[config.mk]
export PLATFORM = sky130hd
export DESIGN_NAME = trace_trigger_ctrl
export DESIGN_NICKNAME = d
export VERILOG_FILES = /design/src/rtl/trace_trig_pkg.sv /design/src/rtl/trig_mode_logic.sv /design/src/rtl/trace_store.sv /design/src/rtl/trace_trigger_ctrl.sv
export SDC_FILE = /design/constraint.sdc
export NUM_CORES = 1
export LEC_CHECK = 0
export ABC_AREA = 1
export BUFFER_PORTS_ARGS = -buffer_cell sky130_fd_sc_hd__buf_2
export CAP_MARGIN = 40
export CORE_MARGIN = 5
export CORE_UTILIZATION = 50
export CTS_BUF_LIST = sky130_fd_sc_hd__clkbuf_16
export DETAILED_ROUTE_END_ITERATION = 10
export MAX_ROUTING_LAYER = met4
export PLACE_DENSITY = 0.7
export SLEW_MARGIN = 20
export SYNTH_ARGS = -nofsm -noshare
export SYNTH_HDL_FRONTEND = slang
export SYNTH_SLANG_ARGS = --single-unit
[constraint.sdc]
create_clock -name clk -period 4.56 [get_ports clk]
set_clock_uncertainty 0.15 [all_clocks]
set_input_delay 0.684 -clock clk [delete_from_list [all_inputs] [get_ports clk]]
set_output_delay 0.684 -clock clk [all_outputs]
set_load 0.05 [all_outputs]
[src/rtl/trace_trig_pkg.sv]
package trace_trig_pkg;

    typedef enum logic [3:0] {
        MODE_A_ONLY      = 4'd0,
        MODE_A_OR_B      = 4'd1,
        MODE_A_THEN_B    = 4'd2,
        MODE_EVT_B       = 4'd3,
        MODE_A_THEN_EVT  = 4'd4,
        MODE_A_AND_BDATA = 4'd5,
        MODE_A_NOT_BDATA = 4'd6,
        MODE_IN_RANGE    = 4'd7,
        MODE_OUT_RANGE   = 4'd8
    } trig_mode_e;

    typedef struct packed {
        logic qa;
        logic qb;
    } qual_hits_t;

    typedef struct packed {
        logic trig;
        logic evt;
        logic seq;
    } mode_res_t;

    // Unused encodings fall back to A-only
    function automatic trig_mode_e decode_mode(input logic [3:0] raw);
        if (raw > 4'd8) return MODE_A_ONLY;
        return trig_mode_e'(raw);
    endfunction

    function automatic logic rw_ok(input logic rw_en, input logic rw_val, input logic rw);
        return !rw_en || (rw == rw_val);
    endfunction

endpackage

[src/rtl/trig_mode_logic.sv]
module trig_mode_logic
    import trace_trig_pkg::*;
(
    input  logic       bus_valid,
    input  logic       bus_rw,
    input  logic       match_a,
    input  logic       match_b,
    input  logic       rwa_en,
    input  logic       rwa_val,
    input  logic       rwb_en,
    input  logic       rwb_val,
    input  logic [3:0] mode_raw,
    input  logic       seen_a,
    output qual_hits_t hits,
    output mode_res_t  res
);
    trig_mode_e mode;

    always_comb begin
        mode    = decode_mode(mode_raw);
        hits.qa = bus_valid && match_a && rw_ok(rwa_en, rwa_val, bus_rw);
        hits.qb = bus_valid && match_b && rw_ok(rwb_en, rwb_val, bus_rw);
        res.evt = (mode == MODE_EVT_B) || (mode == MODE_A_THEN_EVT);
        res.seq = (mode == MODE_A_THEN_B) || (mode == MODE_A_THEN_EVT);
        case (mode)
            MODE_A_OR_B:      res.trig = hits.qa || hits.qb;
            MODE_A_THEN_B:    res.trig = seen_a && hits.qb;
            MODE_EVT_B:       res.trig = hits.qb;
            MODE_A_THEN_EVT:  res.trig = seen_a && hits.qb;
            MODE_A_AND_BDATA: res.trig = hits.qa && hits.qb;
            MODE_A_NOT_BDATA: res.trig = hits.qa && !hits.qb;
            MODE_IN_RANGE:    res.trig = hits.qa && hits.qb;
            MODE_OUT_RANGE:   res.trig = bus_valid && !(hits.qa && hits.qb);
            default:          res.trig = hits.qa;
        endcase
    end
endmodule

[src/rtl/trace_store.sv]
module trace_store #(
    parameter int WIDTH = 16,
    parameter int DEPTH = 8,
    localparam int IDX_W = $clog2(DEPTH),
    localparam int CNT_W = $clog2(DEPTH + 1)
) (
    input  logic             clk,
    input  logic             rst,
    input  logic             clr,
    input  logic             wr_en,
    input  logic [WIDTH-1:0] wr_data,
    input  logic [IDX_W-1:0] rd_idx,
    output logic [CNT_W-1:0] count,
    output logic [WIDTH-1:0] rd_data
);
    logic [WIDTH-1:0] mem [DEPTH];
    logic [IDX_W-1:0] wr_ptr;
    logic [IDX_W-1:0] rd_ptr;

    always_ff @(posedge clk) begin
        if (rst || clr) begin
            wr_ptr <= '0;
            count  <= '0;
        end else if (wr_en) begin
            wr_ptr <= wr_ptr + 1'b1;
            if (count != CNT_W'(DEPTH)) count <= count + 1'b1;
        end
    end

    always_ff @(posedge clk) begin
        if (wr_en && !rst && !clr) mem[wr_ptr] <= wr_data;
    end

    // Oldest entry sits count places behind the write pointer
    always_comb begin
        rd_ptr  = wr_ptr - IDX_W'(count) + rd_idx;
        rd_data = mem[rd_ptr];
    end
endmodule

[src/rtl/trace_trigger_ctrl.sv]
module trace_trigger_ctrl
    import trace_trig_pkg::*;
#(
    parameter int ADDR_W = 16,
    parameter int DATA_W = 8,
    parameter int DEPTH  = 8,
    localparam int IDX_W = $clog2(DEPTH),
    localparam int CNT_W = $clog2(DEPTH + 1)
) (
    input  logic              clk,
    input  logic              rst,
    input  logic              en,
    input  logic              arm_start,
    input  logic              arm_stop,
    input  logic [3:0]        trig_mode,
    input  logic              begin_sel,
    input  logic              rwa_en,
    input  logic              rwa_val,
    input  logic              rwb_en,
    input  logic              rwb_val,
    input  logic              bus_valid,
    input  logic              bus_rw,
    input  logic              match_a,
    input  logic              match_b,
    input  logic [DATA_W-1:0] bus_data,
    input  logic              cof_valid,
    input  logic [ADDR_W-1:0] cof_addr,
    input  logic [IDX_W-1:0]  rd_idx,
    output logic              armed,
    output logic              flag_a,
    output logic              flag_b,
    output logic [CNT_W-1:0]  count,
    output logic [ADDR_W-1:0] rd_data
);
    qual_hits_t        hits;
    mode_res_t         res;
    logic              trg_seen;
    logic              begin_eff;
    logic              stopping;
    logic              starting;
    logic              store;
    logic [ADDR_W-1:0] store_data;

    trig_mode_logic u_mode (
        .bus_valid (bus_valid),
        .bus_rw    (bus_rw),
        .match_a   (match_a),
        .match_b   (match_b),
        .rwa_en    (rwa_en),
        .rwa_val   (rwa_val),
        .rwb_en    (rwb_en),
        .rwb_val   (rwb_val),
        .mode_raw  (trig_mode),
        .seen_a    (flag_a),
        .hits      (hits),
        .res       (res)
    );

    always_comb begin
        stopping   = !en || arm_stop;
        starting   = !stopping && arm_start;
        begin_eff  = res.evt || begin_sel;
        store      = armed && !stopping && !arm_start &&
                     (res.evt ? res.trig
                              : (cof_valid && (!begin_eff || trg_seen || res.trig)));
        store_data = res.evt ? ADDR_W'(bus_data) : cof_addr;
    end

    trace_store #(.WIDTH(ADDR_W), .DEPTH(DEPTH)) u_store (
        .clk     (clk),
        .rst     (rst),
        .clr     (starting),
        .wr_en   (store),
        .wr_data (store_data),
        .rd_idx  (rd_idx),
        .count   (count),
        .rd_data (rd_data)
    );

    always_ff @(posedge clk) begin
        if (rst) begin
            armed    <= 1'b0;
            flag_a   <= 1'b0;
            flag_b   <= 1'b0;
            trg_seen <= 1'b0;
        end else if (stopping) begin
            armed <= 1'b0;
        end else if (arm_start) begin
            armed    <= 1'b1;
            flag_a   <= 1'b0;
            flag_b   <= 1'b0;
            trg_seen <= 1'b0;
        end else if (armed) begin
            if (hits.qa) flag_a <= 1'b1;
            if (hits.qb && (!res.seq || flag_a)) flag_b <= 1'b1;
            if (res.trig) trg_seen <= 1'b1;
            if (!begin_eff && res.trig) armed <= 1'b0;
            if (begin_eff && store && count == CNT_W'(DEPTH - 1)) armed <= 1'b0;
        end
    end
endmodule

# Word level (Yosys, flattened, before mapping)
# Memories as Yosys holds them, arrays and structs flattened.
# Cells that the tools add are included.
[classes]
eq_ne = 12
bitwise_logic = 1
add_sub_neg = 4
order_cmp = 1
mux = 21
reduce_logical = 52
[op_table]
columns = ["op", "n"]
rows = [
  ["$eq 4x3->1 const B", 5],
  ["$logic_and 1x1->1", 19],
  ["$mux 1", 17],
  ["$mux 16", 1],
  ["$logic_not 1->1", 11],
  ["$logic_or 1x1->1", 11],
  ["$reduce_and 3->1", 3],
  ["$eq 4x2->1 const B", 2],
  ["$mux 4", 2],
  ["$reduce_bool 2->1", 4],
  ["$pmux 1 s6", 1],
  ["$reduce_or 2->1", 3],
  ["$add 4x1->4 const B", 1],
  ["$eq 4x1->1 const B", 1],
  ["$eq 4x4->1 const B", 1],
  ["$gt 4x4->1 const B", 1],
  ["$ne 4x4->1 const B", 1],
  ["$add 3x1->3 const B", 1],
  ["$add 3x3->3", 1],
  ["$sub 3x3->3", 1],
  ["$eq 1x1->1", 2],
  ["$reduce_and 2->1", 1],
  ["$not 1->1", 1],
]
[totals]
input_bits = 46
regBits = 11
n_memories = 1
ramBits = 128
wordCells = 98
[mem_list]
columns = ["memory", "depth", "width", "rd", "rd_ports_with_merged_regs", "write_ports", "line_no", "text"]
rows = [
  ["u_store.mem", 8, 16, 1, 0, 1, "trace_store.sv:16", "logic [WIDTH-1:0] mem [DEPTH];"],
]

# Depth between registers and ports, before layout
[depth]
depth_word = 17
depth_mapped = 15
ltp_nobuf = 15

# Hierarchy
# Synthesis repeated with hierarchy kept, for this count alone.
[hier_totals]
hier_cells = 659
area_unflattened_um2 = 6487.5
[by_module_without_submodules]
columns = ["module", "cells_each", "area_per_inst_um2", "n_inst"]
rows = [
  ["trace_store", 521, 5764.3, 1],
  ["trace_trigger_ctrl", 88, 486.7, 1],
  ["trig_mode_logic", 50, 236.5, 1],
]

# Worst setup path after synthesis
# Ideal clock, no wire load.
[synth_timing]
path_type = "input -> output"
start = "in rd_idx[1]"
end = "out rd_data[0]"
cell_stages = 8
path_buffers = 2
t_required_ns = 3.726
arrival_time_ns = 3.419
setup_slack_ns = 0.307
path_cell_list = "inv_1 -> fa_1 -> inv_1 -> fa_1 -> buf_1 -> clkbuf_1 -> o211ai_1 -> a31oi_1"
[synth_between]
elab_chain_cells = 2
[synth_rtl]
columns = ["element", "line_no", "text"]
rows = [
  ["start: declaration", "trace_trigger_ctrl.sv:28", "input logic [IDX_W-1:0] rd_idx,"],
  ["$add 3x3->3", "trace_store.sv:36", "rd_ptr = wr_ptr - IDX_W'(count) + rd_idx;"],
  ["$mem_v2 8x16", "--", ""],
  ["end: declaration", "trace_trigger_ctrl.sv:33", "output logic [ADDR_W-1:0] rd_data"],
]
# Every way passes these cells.

# Worst setup path in the final report
[layout_timing]
start = "reg u_store.wr_ptr[1]"
end = "out rd_data[5]"
[layout_between]
elab_chain_cells = 3
[layout_rtl]
columns = ["element", "line_no", "text"]
rows = [
  ["start: declaration", "trace_store.sv:17", "logic [IDX_W-1:0] wr_ptr;"],
  ["start signal: assignment", "trace_store.sv:25", "wr_ptr <= wr_ptr + 1'b1;"],
  ["$sub 3x3->3", "trace_store.sv:36", ""],
  ["$add 3x3->3", "trace_store.sv:36", ""],
  ["$mem_v2 8x16", "--", ""],
]
# Every way passes these cells.

==> results.md <==
- The flow ran to the end, and the final reports show no timing, DRC or antenna violations.
- The longest clock path from root to sink contains 2 buffers.
- The final RePlAce weighted congestion is 0.917.
- The placed standard-cell area is 0.00688 mm².
- In this run, CTS created clock tree buffers numbering 17.
- Along the worst path, the maximum fanout reaches 32.
- The portion of the clock cycle consumed by the worst path in the final layout is 0.914.
- In the final design database the tool counted 702 nets.
- Of the post-synthesis cell area, the dominant cell type holds 0.611.
- At the pin with the least slew margin, the transition time is roughly 0.63 ns.
- The first-pass GRT wire length is about 21 mm.
- For the worst setup path, the data required time is 3.73 ns.
- After layout, the design draws a total of between 0.003 and 0.004 W.
- Across all setup checks in the final design, the least slack found is roughly 0.39 ns.
- The clock net in this run drives a total of 139 sinks.
- Setup repair after global routing left no endpoint under its margin.
- The starting density of the core is 0.504.
- The post-synthesis sequential element count is 139.
- The number of setup violations in the final report is 0.
- The max-slew violation count is 0.
- The die is about 120 µm tall.
- The floorplan step set the die width to 122 µm.
- The number of standard cells after synthesis is 573.
- The number of buffers inserted for hold repair after clock tree synthesis is 0.
- The via count of the first global-routing pass is 4189.
- The post-synthesis adder-cell area fraction is 0.0163.
- The worst min-delay path category is flop to flop.
- Of the cells placed in the final design, the portion with a size suffix greater than 1 is 0.213.
- The number of different library cells used by synthesis comes to 35.
- The count of nets left with antenna violations once routing finished came out at 0.
- The critical path endpoint category is a primary output.
- The prevailing post-synth register cell is sky130_fd_sc_hd__edfxtp_1.
- Summing every instance area after synthesis gives 0.00629 mm².
- In this run the power density over the cells is 425 mW/mm².
- The initial antenna violation count is 0.
- The count of unresolved DRC violations after routing is 0.
- Static timing analysis puts the maximum clock frequency at 240 MHz.
- The HPWL reported at the end of detailed placement is 8.09 mm.
- For this design the total switching power over the nets is 0.000781 W.
- In this run, post-CTS repair resized a total of 0 instances.
- The sequential share of the synthesized area is 0.646.
- Counting flops with an async set or reset pin after synthesis yields a share of 0.
- The via count is 4309.
- The maximum level of the CTS H-tree is 4.
- The core region area is 0.0125 mm².
- The post-placement setup slack is approximately 0.46 ns.
- The number of endpoints with negative hold slack in the final report was 0.
- The number of flops mapped to enable cells by yosys is between 100 and 150.
- The clock power share is 0.453.
- The final wirelength is 13.1 mm.
- The number of cells on the worst reg-to-reg path is 9.
- Cell internal power was estimated by the tool at 0.00240 W.
- The TritonCTS clock tree is built.
- The complex-gate fraction of the synthesized area is 0.116.
- The post-synthesis mux area share is 0.0255.
- sky130_fd_sc_hd__edfxtp_1 is the most common cell in the netlist.
- The sum of overflow across all layers after global routing is 0.
- The first routing iteration left 435 violations.
- The max-slew headroom at the worst pin is 0.580.
- Of the total synthesized cell area, the portion taken by XOR and XNOR cells is 0.00975.
- In this run the clock root is driven by a sky130_fd_sc_hd__clkbuf_16.
- Of the total synthesized cell area, the portion taken by AND, OR, NAND and NOR gates is 0.117.
- The max-capacitance violation count is 0.
- After clock tree synthesis, the setup repair step added 0 buffers.
- The number of top-level pins is 69.
- After synthesis, the most frequently instantiated cells are sky130_fd_sc_hd__edfxtp_1 (128), sky130_fd_sc_hd__inv_1 (82), sky130_fd_sc_hd__nand2_1 (78), sky130_fd_sc_hd__o21ai_0 (50), sky130_fd_sc_hd__nor2_1 (48).
- The combinational family with the most area after synthesis is simple AND/OR/NAND/NOR gates.
- The die covers ~0.015 mm².
- Buffers placed on the I/O ports in this run total slightly below 70.
- The area overhead of the layout relative to synthesis is 19.3%.
- In this run the register-to-register setup slack is 2.56 ns.
- The share of total power consumed by net switching is 0.245.
- The analysis attributes to cell leakage a power of 3.03 nW.
- The share of total power dissipated in combinational logic is 0.108.
- Dividing the detail-routed via count by the number of cells gives around 5.2.
- The kind of start point of the critical path is a flop.
- The biggest area consumer among synthesized cells is sky130_fd_sc_hd__edfxtp_1.
- The first-pass iteration count of the detailed router is 5.
- The floorplan has 41 rows.
- The number of nets in the synthesized netlist is 626.
- Entering global routing, the biggest net connects 55 pins.
- Clock-pin slew was measured on the worst setup and hold paths at 0.06 ns.
- The global routing usage summed across all routing layers is 0.191.
- The number of warning messages in the yosys log is 0.
- The shortest period the worst path allows is 4.17 ns.
- The clock latency of the later-clocked register in the worst-skew pair is roughly 0.42 ns.
- The wire length per cell after detailed routing is approximately 16 µm.
- After routing the design area is ~0.0075 mm².
- In the post-synthesis netlist, the biggest area contributors are sky130_fd_sc_hd__edfxtp_1 (61%), sky130_fd_sc_hd__inv_1 (4.9%), sky130_fd_sc_hd__nand2_1 (4.7%).
- The critical path is of the flop to primary output type.
- At the worst endpoint, the arrival time is 3.33 ns.
- The cell count of the worst hold path is 2.
- The sequential share of power is 0.440.
- The largest vdd supply drop is approximately 0.21 mV.
- Setup total negative slack on the finished layout was measured at 0 ns.
- The synthesized area per cell is 11.0 µm².
[cells in the final DEF (no fill, tap or decap), types with 6 or more instances in the layout]
master                        n
sky130_fd_sc_hd__a21oi_1     36
sky130_fd_sc_hd__a31oi_1     16
sky130_fd_sc_hd__buf_2       68
sky130_fd_sc_hd__buf_4       13
sky130_fd_sc_hd__clkbuf_16   17
sky130_fd_sc_hd__dfxtp_1     11
sky130_fd_sc_hd__edfxtp_1   128
sky130_fd_sc_hd__inv_1       83
sky130_fd_sc_hd__mux2i_1     16
sky130_fd_sc_hd__nand2_1     78
sky130_fd_sc_hd__nand2_2      6
sky130_fd_sc_hd__nand3_1     14
sky130_fd_sc_hd__nor2_1      48
sky130_fd_sc_hd__nor2_2       6
sky130_fd_sc_hd__o211ai_1    18
sky130_fd_sc_hd__o21ai_0     50
[worst max-delay path, stage by stage, from the launching register on]
cell and delay (ns):
sky130_fd_sc_hd__dfxtp_1 0.40, sky130_fd_sc_hd__inv_1 0.10, sky130_fd_sc_hd__fa_1 0.49, sky130_fd_sc_hd__inv_1 0.07, sky130_fd_sc_hd__fa_2 0.39, sky130_fd_sc_hd__xnor2_1 0.14
sky130_fd_sc_hd__xnor2_1 0.26, sky130_fd_sc_hd__xnor2_2 0.14, sky130_fd_sc_hd__buf_4 0.36, sky130_fd_sc_hd__nor2_1 0.07, sky130_fd_sc_hd__a31oi_1 0.19, sky130_fd_sc_hd__buf_2 0.30
[state kept, by name, summed over array words and instances (netlist names)]
register and cells:
flag_a 1, flag_b 1, u_store.wr_ptr 3, u_store.mem 128, u_store.count 4, armed 1
trg_seen 1
[final timing paths]
check / startpoint / end
max: u_store.wr_ptr[1]$_SDFFE_PP0N_ / rd_data[5]
min: flag_b$_SDFFE_PP0P_ / flag_b$_SDFFE_PP0P_
max reg2reg: armed$_SDFF_PP0_ / u_store.mem[5][14]$_DFFE_PP_
min reg2reg: flag_b$_SDFFE_PP0P_ / flag_b$_SDFFE_PP0P_
[layout make-up]
type,instances,area [µm²]
Inverter,86,325
Antenna cell,1,2.50
Sequential cell,139,4060
Tap cell,172,215
Clock inverter,15,198
Clock buffer,17,425
Multi-Input combinational cell,323,1820
Timing Repair Buffer,82,458
Fill cell,1017,4960
[through the flow]
stage | cells | hold WS [ns] | utilization
6_report | 835 | 0.309 | 0.602
2_1_floorplan | 573 | 0.341 | -
4_1_cts | 834 | 0.313 | 0.602
3_3_place_gp | 802 | 0.307 | 0.552
5_1_grt | 834 | 0.363 | 0.602
3_5_place_dp | 802 | 0.304 | 0.552
[cells by family (layout without fill, tap and decap cells)]
logic type / Yosys count / after routing
muxes: 16 / 16
adders and majority gates: 7 / 7
buffers and inverters: 111 / 200
and+or+nand+nor: 165 / 165
AOI/OAI and AO/OA: 128 / 128
DFF: 139 / 139
other: 0 / 1
xor gates and xnor gates: 7 / 7
[metal layers]
metal  GRT usage  share of wire
met1       0.246           0.44
met2       0.295           0.48
met3      0.0543          0.068
met4      0.0630          0.012
met5           -              0
[power groups by stage]
| stage | registers [W] | clock network [W] | logic [W] |
|---|---|---|---|
| 4_1_cts | 0.00140 | 0.00146 | 0.000346 |
| 3_5_place_dp | 0.00143 | 0 | 0.000344 |
| 5_1_grt | 0.00140 | 0.00152 | 0.000372 |
| 2_1_floorplan | 0.00143 | 0 | 0.000245 |
| 3_3_place_gp | 0.00143 | 0 | 0.000334 |
| 6_report | 0.00140 | 0.00144 | 0.000343 |
Power figures use the tool's default switching activity.
